**src/rtl/synth_cfg_pkg.sv**
```systemverilog
package synth_cfg_pkg;
  localparam int WORD_W    = 32;
  localparam int NUM_WORDS = 6;
  localparam int IDX_W     = $clog2(NUM_WORDS);
  localparam int OUT_WORD  = 4;   // word carrying output control fields
  localparam int PWR_LSB   = 3;   // two-bit power code position
  localparam int RFEN_BIT  = 5;   // RF output enable position

  typedef enum logic [1:0] {SH_IDLE, SH_BITS, SH_LATCH} sh_state_t;

  // Overlay power code and RF enable onto a raw output-control word.
  function automatic logic [WORD_W-1:0] merge_out_ctrl(
    input logic [WORD_W-1:0] raw,
    input logic [1:0]        pwr,
    input logic              en
  );
    logic [WORD_W-1:0] w;
    w = raw;
    w[PWR_LSB +: 2] = pwr;
    w[RFEN_BIT]     = en;
    return w;
  endfunction
endpackage

```
**src/rtl/sclk_tick_gen.sv**
```systemverilog
module sclk_tick_gen #(
  parameter int DIV_W = 8
) (
  input  logic             clk,
  input  logic             rst_n,
  input  logic             run,
  input  logic [DIV_W-1:0] div,
  output logic             tick
);
  logic [DIV_W-1:0] cnt;

  assign tick = run && (cnt == div);

  always_ff @(posedge clk or negedge rst_n) begin
    if (!rst_n)             cnt <= '0;
    else if (!run || tick)  cnt <= '0;
    else                    cnt <= cnt + 1'b1;
  end
endmodule

```
**src/rtl/cfg_word_shifter.sv**
```systemverilog
module cfg_word_shifter
  import synth_cfg_pkg::*;
(
  input  logic              clk,
  input  logic              rst_n,
  input  logic              start_acc,
  input  logic              tick,
  input  logic [WORD_W-1:0] word_in,
  output logic [IDX_W-1:0]  sel_idx,
  output logic [IDX_W-1:0]  cur_idx,
  output logic              word_load,
  output logic              busy,
  output logic              done,
  output logic              ser_data,
  output logic              ser_clk,
  output logic              ser_le
);
  localparam int BIT_W = $clog2(WORD_W);
  localparam logic [IDX_W-1:0] LAST_IDX = IDX_W'(NUM_WORDS - 1);

  sh_state_t         state;
  logic [WORD_W-1:0] shreg;
  logic [BIT_W-1:0]  bitcnt;
  logic              lhalf;
  logic              last_bit;
  logic              latch_end;
  logic              finish;

  assign busy      = (state != SH_IDLE);
  assign ser_data  = shreg[WORD_W-1];
  assign last_bit  = (bitcnt == BIT_W'(WORD_W - 1));
  assign latch_end = (state == SH_LATCH) && tick && lhalf;
  assign finish    = latch_end && (cur_idx == '0);
  assign word_load = start_acc || (latch_end && (cur_idx != '0));
  assign sel_idx   = start_acc ? LAST_IDX : IDX_W'(cur_idx - 1'b1);

  always_ff @(posedge clk or negedge rst_n) begin
    if (!rst_n) begin
      state   <= SH_IDLE;
      shreg   <= '0;
      bitcnt  <= '0;
      cur_idx <= '0;
      lhalf   <= 1'b0;
      ser_clk <= 1'b0;
      ser_le  <= 1'b0;
      done    <= 1'b0;
    end else begin
      done <= finish;
      if (word_load) begin
        shreg   <= word_in;
        cur_idx <= sel_idx;
        bitcnt  <= '0;
        lhalf   <= 1'b0;
        ser_clk <= 1'b0;
        ser_le  <= 1'b0;
        state   <= SH_BITS;
      end else begin
        case (state)
          SH_BITS: if (tick) begin
            if (!ser_clk) begin
              ser_clk <= 1'b1;
            end else begin
              ser_clk <= 1'b0;
              shreg   <= shreg << 1;
              if (last_bit) begin
                state  <= SH_LATCH;
                ser_le <= 1'b1;
                lhalf  <= 1'b0;
              end else begin
                bitcnt <= bitcnt + 1'b1;
              end
            end
          end
          SH_LATCH: if (tick) begin
            if (!lhalf) begin
              lhalf <= 1'b1;
            end else begin
              ser_le <= 1'b0;
              shreg  <= '0;
              state  <= SH_IDLE;
            end
          end
          default: ;
        endcase
      end
    end
  end
endmodule

```
**src/rtl/lock_watch.sv**
```systemverilog
module lock_watch (
  input  logic clk,
  input  logic rst_n,
  input  logic lock_in,
  input  logic clr,
  output logic locked,
  output logic lost
);
  logic sync1;
  logic sync2;
  logic lock_fall;

  assign locked    = sync2;
  assign lock_fall = sync2 && !sync1;

  always_ff @(posedge clk or negedge rst_n) begin
    if (!rst_n) begin
      sync1 <= 1'b0;
      sync2 <= 1'b0;
      lost  <= 1'b0;
    end else begin
      sync1 <= lock_in;
      sync2 <= sync1;
      if (lock_fall)  lost <= 1'b1;
      else if (clr)   lost <= 1'b0;
    end
  end
endmodule

```
**src/rtl/synth_cfg_loader.sv**
```systemverilog
module synth_cfg_loader
  import synth_cfg_pkg::*;
#(
  parameter int DIV_W = 8
) (
  input  logic              clk,
  input  logic              rst_n,
  input  logic              wr_en,
  input  logic [IDX_W-1:0]  wr_addr,
  input  logic [WORD_W-1:0] wr_data,
  input  logic [1:0]        pwr_sel,
  input  logic              rf_on,
  input  logic [DIV_W-1:0]  div_half,
  input  logic              start,
  input  logic              lock_in,
  output logic              busy,
  output logic              done,
  output logic              ser_data,
  output logic              ser_clk,
  output logic              ser_le,
  output logic              locked,
  output logic              lock_lost
);
  logic [WORD_W-1:0] bank [NUM_WORDS];
  logic [DIV_W-1:0]  div_q;
  logic [IDX_W-1:0]  sel_idx;
  logic [IDX_W-1:0]  cur_idx;
  logic [WORD_W-1:0] raw_word;
  logic [WORD_W-1:0] word_in;
  logic              start_acc;
  logic              word_load;
  logic              tick;

  assign start_acc = start && !busy;

  for (genvar g = 0; g < NUM_WORDS; g++) begin : g_bank
    always_ff @(posedge clk or negedge rst_n) begin
      if (!rst_n)
        bank[g] <= '0;
      else if (wr_en && !busy && (wr_addr == IDX_W'(g)))
        bank[g] <= wr_data;
    end
  end

  assign raw_word = bank[sel_idx];
  assign word_in  = (sel_idx == IDX_W'(OUT_WORD)) ?
                    merge_out_ctrl(raw_word, pwr_sel, rf_on) : raw_word;

  always_ff @(posedge clk or negedge rst_n) begin
    if (!rst_n)         div_q <= '0;
    else if (start_acc) div_q <= div_half;
  end

  sclk_tick_gen #(.DIV_W(DIV_W)) u_tick (
    .clk   (clk),
    .rst_n (rst_n),
    .run   (busy),
    .div   (div_q),
    .tick  (tick)
  );

  cfg_word_shifter u_shift (
    .clk       (clk),
    .rst_n     (rst_n),
    .start_acc (start_acc),
    .tick      (tick),
    .word_in   (word_in),
    .sel_idx   (sel_idx),
    .cur_idx   (cur_idx),
    .word_load (word_load),
    .busy      (busy),
    .done      (done),
    .ser_data  (ser_data),
    .ser_clk   (ser_clk),
    .ser_le    (ser_le)
  );

  lock_watch u_lock (
    .clk     (clk),
    .rst_n   (rst_n),
    .lock_in (lock_in),
    .clr     (start_acc),
    .locked  (locked),
    .lost    (lock_lost)
  );
endmodule

```
**config.mk**
```make
export PLATFORM = sky130hd
export DESIGN_NAME = synth_cfg_loader
export DESIGN_NICKNAME = d
export VERILOG_FILES = /design/src/rtl/synth_cfg_pkg.sv /design/src/rtl/sclk_tick_gen.sv /design/src/rtl/cfg_word_shifter.sv /design/src/rtl/lock_watch.sv /design/src/rtl/synth_cfg_loader.sv
export SDC_FILE = /design/constraint.sdc
export NUM_CORES = 1
export LEC_CHECK = 0
export ABC_CLOCK_PERIOD_IN_PS = 3050
export BUFFER_PORTS_ARGS = -buffer_cell sky130_fd_sc_hd__buf_2
export CAP_MARGIN = 20
export CORE_ASPECT_RATIO = 1.5
export CORE_MARGIN = 2
export CORE_UTILIZATION = 30
export DETAILED_ROUTE_END_ITERATION = 7
export GPL_TIMING_DRIVEN = 0
export PLACE_DENSITY = 0.44
export SKIP_LAST_GASP = 1
export SYNTH_ARGS = -nofsm -noshare
export SYNTH_HDL_FRONTEND = slang
export SYNTH_SLANG_ARGS = --single-unit
```
**constraint.sdc**
```tcl
create_clock -name clk -period 3.05 [get_ports clk]
set_input_delay 0.4575 -clock clk [delete_from_list [all_inputs] [get_ports clk]]
set_output_delay 0.4575 -clock clk [all_outputs]
set_load 0.03 [all_outputs]
```
==> summary.txt, run 1 <==
Outcome: finished, final reports clean
Area of the multi-input gates: 5590 um^2
Synth unique cells: 52
Highest-delay cell along the critical path: dfrtp_2
Pre-Repair DR Iteration Count: 5
Routed WL: 35.5 mm
First-pass GRT wire length: 55.3 mm
Power Total: 0.00679 W
Hold path depth: 3
Nets@finish: 1194
Max incr delay on CP: 0.54 ns
Largest net degree at the start of global routing: 115
Synth Flop Type: dfrtp_1
WL/cell: 21.4 um
Crit share post-route: 95.9%
Total core area: 40300 um^2
Clock latency on the worst-skew pair: 0.55 ns
Filler instances: 4054
CP required: 3.46 ns
Antenna Nets Post-Route: 0
Vert. Die Dim: 252 um
Pleak: 7.23 nW
Hold path start: div_half[3]
CTS root buffer: clkbuf_16
Top-area cell type share of the netlist area: 51.7%
Critical Path Source Type: flop
Max-Cap Viols: 0
Num ports: 58
Gpl congestion: 0.791
Grt ovf: 0
Reg-to-reg endpoint: u_shift.shreg[14]
Initial Util: 30.4%
Worst reg2reg path depth: 9
DIE AREA: 42500 um^2
Synthesized instance count: 1044
Avg Cell Area, Syn: 11.7 um^2
Worst Clk Skew: 0.0231 ns
Share of layout cells above drive strength 1: 29.3%
Clock Pin Slew Worst Setup and Hold Paths: 0.06 ns
Fraction of registers with async set or reset after synthesis: 100%
GRT Util Overall: 16.9%
CP Max Fanout: 11
Crit-path cells: buf_4 -> inv_1 -> ha_1 -> nor2b_1 -> nand2b_1 -> a21oi_4 -> a21o_1 -> clkbuf_2 -> a31oi_1
Pins over their slew limit: 0
Crit end category: flop
Drt via density: 5.22
Tightest Hold Check Type: primary input to flop
Cell with the most instances after synthesis: dfrtp_1
Commonest cells in the netlist: 253 x dfrtp_1, 192 x mux2_2, 67 x nand2_1
Crit path time final: 2.93 ns
Worst Hold Path EP: div_q[3]
Top post-synthesis cells by area: dfrtp_1 52%, mux2_2 18%, mux2i_1 5.0%
Remaining DRCs: 0
Initial antenna violation count: 0
Post-Syn Nets: 1103
Antenna Cells: 0
Clock Tree Buf Depth: 3
RSZ-0062 raised after global routing: true
Via Count: 8645
Die Span X: 169 um
Synthesis-stage register bit count: 253
Cell area after layout: 14200 um^2
Port Buf Inserts: 57
Sequential area share after synthesis: 51.7%
P&R area growth vs syn: 16.1%
Worst VDD drop: 253 uV
Row count: 90
DP Area: 13200 um^2
H-tree depth: 1
Fmax: 342 MHz
Ys Warns: 0
Setup Viol. Count Final: 0
Slew headroom: 29.6%
Hpwl dp: 24.1 mm
Slew @ Worst Pin: 1.06 ns
Worst Setup Path Type: flop to flop
Worst EP arrival: 3.33 ns
RR Startpoint: u_shift.cur_idx[0]
CTS buffer count: 26
Number of synthesized flops with an enable pin: 0
Flop-to-flop setup slack: 0.12 ns
Mapped Area: 12300 um^2
TritonCTS clock tree: yes
Initial DRC count: 467
CTS Sinks: 253
Final Hold Fails: 0
Vias in the first global route: 9145
Reg area: 6330 um^2
Pwr Density: 477 nW/um^2
Yosys top cell by area: dfrtp_1
## layout make-up
type / count / area share [%]
clock buffer: 37 / 5.23
timing repair buffer: 67 / 3.01
buffer: 74 / 2.40
inverter: 14 / 0.370
clock inverter: 6 / 0.739
multi-input combinational: 699 / 39.3
sequential: 253 / 44.5
tap: 506 / 4.45
## kinds of logic after synthesis
kind of cell | count (synthesis) | synth area share, %
muxes | 254 | 22.8
and+or+nand+nor | 228 | 9.08
AOI/OAI and AO/OA | 188 | 11.0
xor gates and xnor gates | 21 | 1.50
DFF | 253 | 51.7
buffers and inverters | 92 | 3.09
adders and majority gates | 8 | 0.817
## flip-flops by register name, summed over array words and instances (netlist names)
register	count
u_lock.lost	1
u_shift.state	2
u_tick.cnt	8
bank	189
u_shift.shreg	32
u_shift.bitcnt	5
u_shift.lhalf	1
u_lock.locked	1
u_lock.sync1	1
u_shift.cur_idx	3
u_shift.done	1
u_shift.ser_clk	1
div_q	8
## worst max-delay path: cells and delay by family (launching register included)
kind | cells | cell delay, ns
buf+inv | 3 | 0.80
compound gates | 3 | 0.73
flops | 1 | 0.54
simple gates | 2 | 0.41
fa+ha+maj | 1 | 0.27
## cell usage in the layout, fill, tap and decap left out, drive strengths merged, types with 7 or more instances in the layout
master and n:
a22oi 30, nor4 7, nand2 67, xor2 13, a31oi 29, a211oi 32, ha 8, o21ai 8
clkbuf 88, a221oi 28, nand3 14, xnor2 8, nand2b 35, buf 88, o22ai 29, mux2 192
nor3 31, nor2 51, a21oi 15, mux2i 61, dfrtp 253, inv 14
## worst max path at each step
stage                        from           endpoint
2_1_floorplan  u_shift.cur_idx[0]  u_shift.shreg[11]
4_1_cts        u_shift.cur_idx[0]  u_shift.shreg[14]
3_3_place_gp                rst_n          bank[167]
5_1_grt        u_shift.cur_idx[0]  u_shift.shreg[12]
3_5_place_dp   u_shift.cur_idx[0]  u_shift.shreg[23]
6_report       u_shift.cur_idx[0]  u_shift.shreg[14]
## metal layers
| metal | wire length (um) | GRT usage, % |
|---|---|---|
| met4 | 849 | 5.47 |
| met3 | 1200 | 1.93 |
| met1 | 15000 | 21.1 |
| met2 | 18400 | 30.2 |
| met5 | 0 | 0 |
## report_power, final
group	internal [W]	leakage, nW	total, W	switching [W]
clock	0.00193	0.417	0.00328	0.00134
sequential	0.00336	3.48	0.00336	0.000000681
combinational	0.0000369	3.34	0.000153	0.000116
## timing repair
item / 4_1_cts / 5_1_grt
setup buffers: 3 / 2
resized for setup: 17 / 24
hold buffers: 2 / 0
hold endpoints to repair: 53 / 0
endpoints found under the setup margin: 45 / 110
pin swaps: 1 / 1
## per-stage QoR
| step | setup TNS, ns | hold WS, ns | worst slack [ns] | util (%) | cells |
|---|---|---|---|---|---|
| final | 0 | 0.0916 | 0.124 | 35.3 | 1656 |
| after global routing | -0.0143 | 0.0894 | -0.00526 | 35.3 | 1656 |
| after CTS | 0 | 0.0688 | 0.00353 | 35.1 | 1655 |
| after detailed placement | -53.24 | 0.375 | -1.62 | 32.9 | 1610 |
| after global placement | -919.69 | 0.356 | -3.43 | 32.7 | 1607 |
| after floorplan | 0 | 0.162 | 0.133 | - | 1044 |
Power figures use the tool's default switching activity.
==> run 2: changes to the inputs <==
--- a/config.mk
+++ b/config.mk
@@ -13,6 +13,7 @@
 export CORE_UTILIZATION = 30
 export DETAILED_ROUTE_END_ITERATION = 7
 export GPL_TIMING_DRIVEN = 0
+export MAX_ROUTING_LAYER = met4
 export PLACE_DENSITY = 0.44
 export SKIP_LAST_GASP = 1
 export SYNTH_ARGS = -nofsm -noshare
==> summary.txt, run 2 (same netlist as run 1, synthesis figures left out) <==
Initial antenna violation count: 0 (unchanged)
Pre-Repair DR Iteration Count: 5 (unchanged)
Worst Setup Path Type: flop to flop (unchanged)
CTS buffer count: 26 (unchanged)
Drt via density: 5.25 (was 5.22)
TritonCTS clock tree: yes (unchanged)
Max FFs per register: 189 (unchanged)
Gpl congestion: 0.802 (was 0.791)
CP required: 3.46 ns (about the same)
Vert. Die Dim: 252 um (unchanged)
Routed WL: 35.6 mm (was 35.5 mm)
Worst Hold Path EP: div_q[3] (unchanged)
Clock Pin Slew Worst Setup and Hold Paths: 0.06 ns (about the same)
CTS root buffer: clkbuf_16 (unchanged)
Num ports: 58 (unchanged)
Initial DRC count: 444 (was 467)
Slew @ Worst Pin: 1.06 ns (about the same)
RSZ-0062 raised after global routing: true (unchanged)
Remaining DRCs: 0 (unchanged)
Pins over their slew limit: 0 (unchanged)
First-pass GRT wire length: 55.3 mm (about the same)
Antenna Nets Post-Route: 0 (unchanged)
Largest net degree at the start of global routing: 115 (unchanged)
Row count: 90 (unchanged)
Post-Route Utilization: 35.3% (unchanged)
Hpwl dp: 24.1 mm (unchanged)
Largest register by flop count: bank (unchanged)
Total core area: 40300 um^2 (unchanged)
Fmax: 342 MHz (about the same)
Slew headroom: 29.2% (was 29.6%)
Crit path time final: 2.92 ns (was 2.93 ns)
Commonest cells after routing, fill and taps aside: 252 x dfrtp_1, 192 x mux2_2, 67 x nand2_1 (unchanged)
Worst Clk Skew: 0.0207 ns (was 0.0231 ns)
Pwr Density: 478 nW/um^2 (was 477 nW/um^2)
Crit share post-route: 95.8% (was 95.9%)
Nets@finish: 1194 (unchanged)
Share of layout cells above drive strength 1: 29.3% (unchanged)
Tightest Hold Check Type: primary input to flop (unchanged)
WL/cell: 21.5 um (was 21.4 um)
Final Hold Fails: 0 (unchanged)
Pleak: 7.23 nW (unchanged)
RR Startpoint: u_shift.cur_idx[0] (unchanged)
Setup Viol. Count Final: 0 (unchanged)
CP Max Fanout: 11 (unchanged)
Via Count: 8696 (was 8645)
Die Span X: 169 um (unchanged)
H-tree depth: 1 (unchanged)
Commonest non-fill, non-tap cell in the layout: dfrtp_1 (unchanged)
Crit end category: flop (unchanged)
Worst reg2reg path depth: 9 (unchanged)
DIE AREA: 42500 um^2 (unchanged)
Initial Util: 30.4% (unchanged)
CTS Sinks: 253 (unchanged)
Hold path depth: 3 (unchanged)
Grt ovf: 0 (unchanged)
Worst EP arrival: 3.33 ns (about the same)
P&R area growth vs syn: 16.1% (unchanged)
Clock Tree Buf Depth: 3 (unchanged)
Hold path start: div_half[3] (unchanged)
Critical Path Source Type: flop (unchanged)
Clock latency on the worst-skew pair: 0.55 ns (about the same)
Antenna Cells: 0 (unchanged)
Filler instances: 4054 (unchanged)
Flop-to-flop setup slack: 0.13 ns (was 0.12 ns)
Worst VDD drop: 252 uV (was 253 uV)
Port Buf Inserts: 57 (unchanged)
Post-route setup TNS: 0 ns (unchanged)
Max-Cap Viols: 0 (unchanged)
Reg-to-reg endpoint: u_shift.shreg[8] (was u_shift.shreg[14])
Vias in the first global route: 9141 (was 9145)
GRT Util Overall: 17.4% (was 16.9%)
Biggest regs: bank x189, u_shift.shreg x32 (unchanged)
Outcome: finished, final reports clean (unchanged)
-- run 2: cell type report --
type | instances | area [um^2] | area share, %
clock buffers | 37 | 743 | 5.23
multi-input cells | 699 | 5590 | 39.3
clock inverters | 6 | 105 | 0.739
repair buffers | 67 | 428 | 3.01
plain buffers | 74 | 342 | 2.40
well taps | 506 | 633 | 4.45
flip-flops and latches | 253 | 6330 | 44.5
inverters | 14 | 52.6 | 0.370
-- run 2: layer usage --
metal  part of all wire (%)  vias to the layer above  GRT usage (%)
met2                     52                      160           30.2
met3                    3.2                       51           1.80
met1                     43                     4474           21.3
met5                      0                        -              -
li1                       -                     4011              -
met4                    2.6                        0           5.47
-- run 2: worst max path at each step --
stage | cells after the start | endpoint | slack [ns] | startpoint
after floorplan | 10 | u_shift.shreg[11] | 0.13 | u_shift.cur_idx[0]
after global placement | 1 | bank[167] | -3.43 | rst_n
after detailed placement | 10 | u_shift.shreg[23] | -1.62 | u_shift.cur_idx[0]
after CTS | 9 | u_shift.shreg[14] | 0.004 | u_shift.cur_idx[0]
after global routing | 9 | u_shift.shreg[18] | -0.008 | u_shift.cur_idx[0]
final | 9 | u_shift.shreg[8] | 0.13 | u_shift.cur_idx[0]
-- run 2: critical path, cell delays in order (launching register included) --
cell      delay, ns
dfrtp_2        0.54
buf_4          0.31
inv_1          0.18
ha_1           0.27
nor2b_1        0.19
nand2b_1       0.22
a21oi_4        0.28
a21o_1         0.33
clkbuf_2       0.31
a31oi_1        0.12
-- run 2: report_power, final --
| part | switching [W] | internal (W) | leakage (nW) |
|---|---|---|---|
| Clock | 0.00136 | 0.00193 | 0.417 |
| Combinational | 0.000117 | 0.0000369 | 3.34 |
| Sequential | 0.000000681 | 0.00336 | 3.48 |
-- run 2: per-stage QoR --
stage          std cells  worst slack [ns]  power, W  hold slack [ns]  instance area [um^2]
3_3_place_gp        1607             -3.43   0.00357            0.356                 13200
6_report            1656             0.127   0.00680           0.0893                 14200
3_5_place_dp        1610             -1.62   0.00358            0.375                 13200
5_1_grt             1656          -0.00805   0.00706           0.0894                 14200
2_1_floorplan       1044             0.133   0.00343            0.162                 12300
4_1_cts             1655           0.00353   0.00692           0.0688                 14200
-- run 2: repair_timing --
action                                  CTS  global route
gates resized for setup                  17            24
hold buffers                              2             0
setup buffers                             3             2
endpoints found under the setup margin   45           110
pin swaps                                 1             1
hold endpoints to repair                 53             0
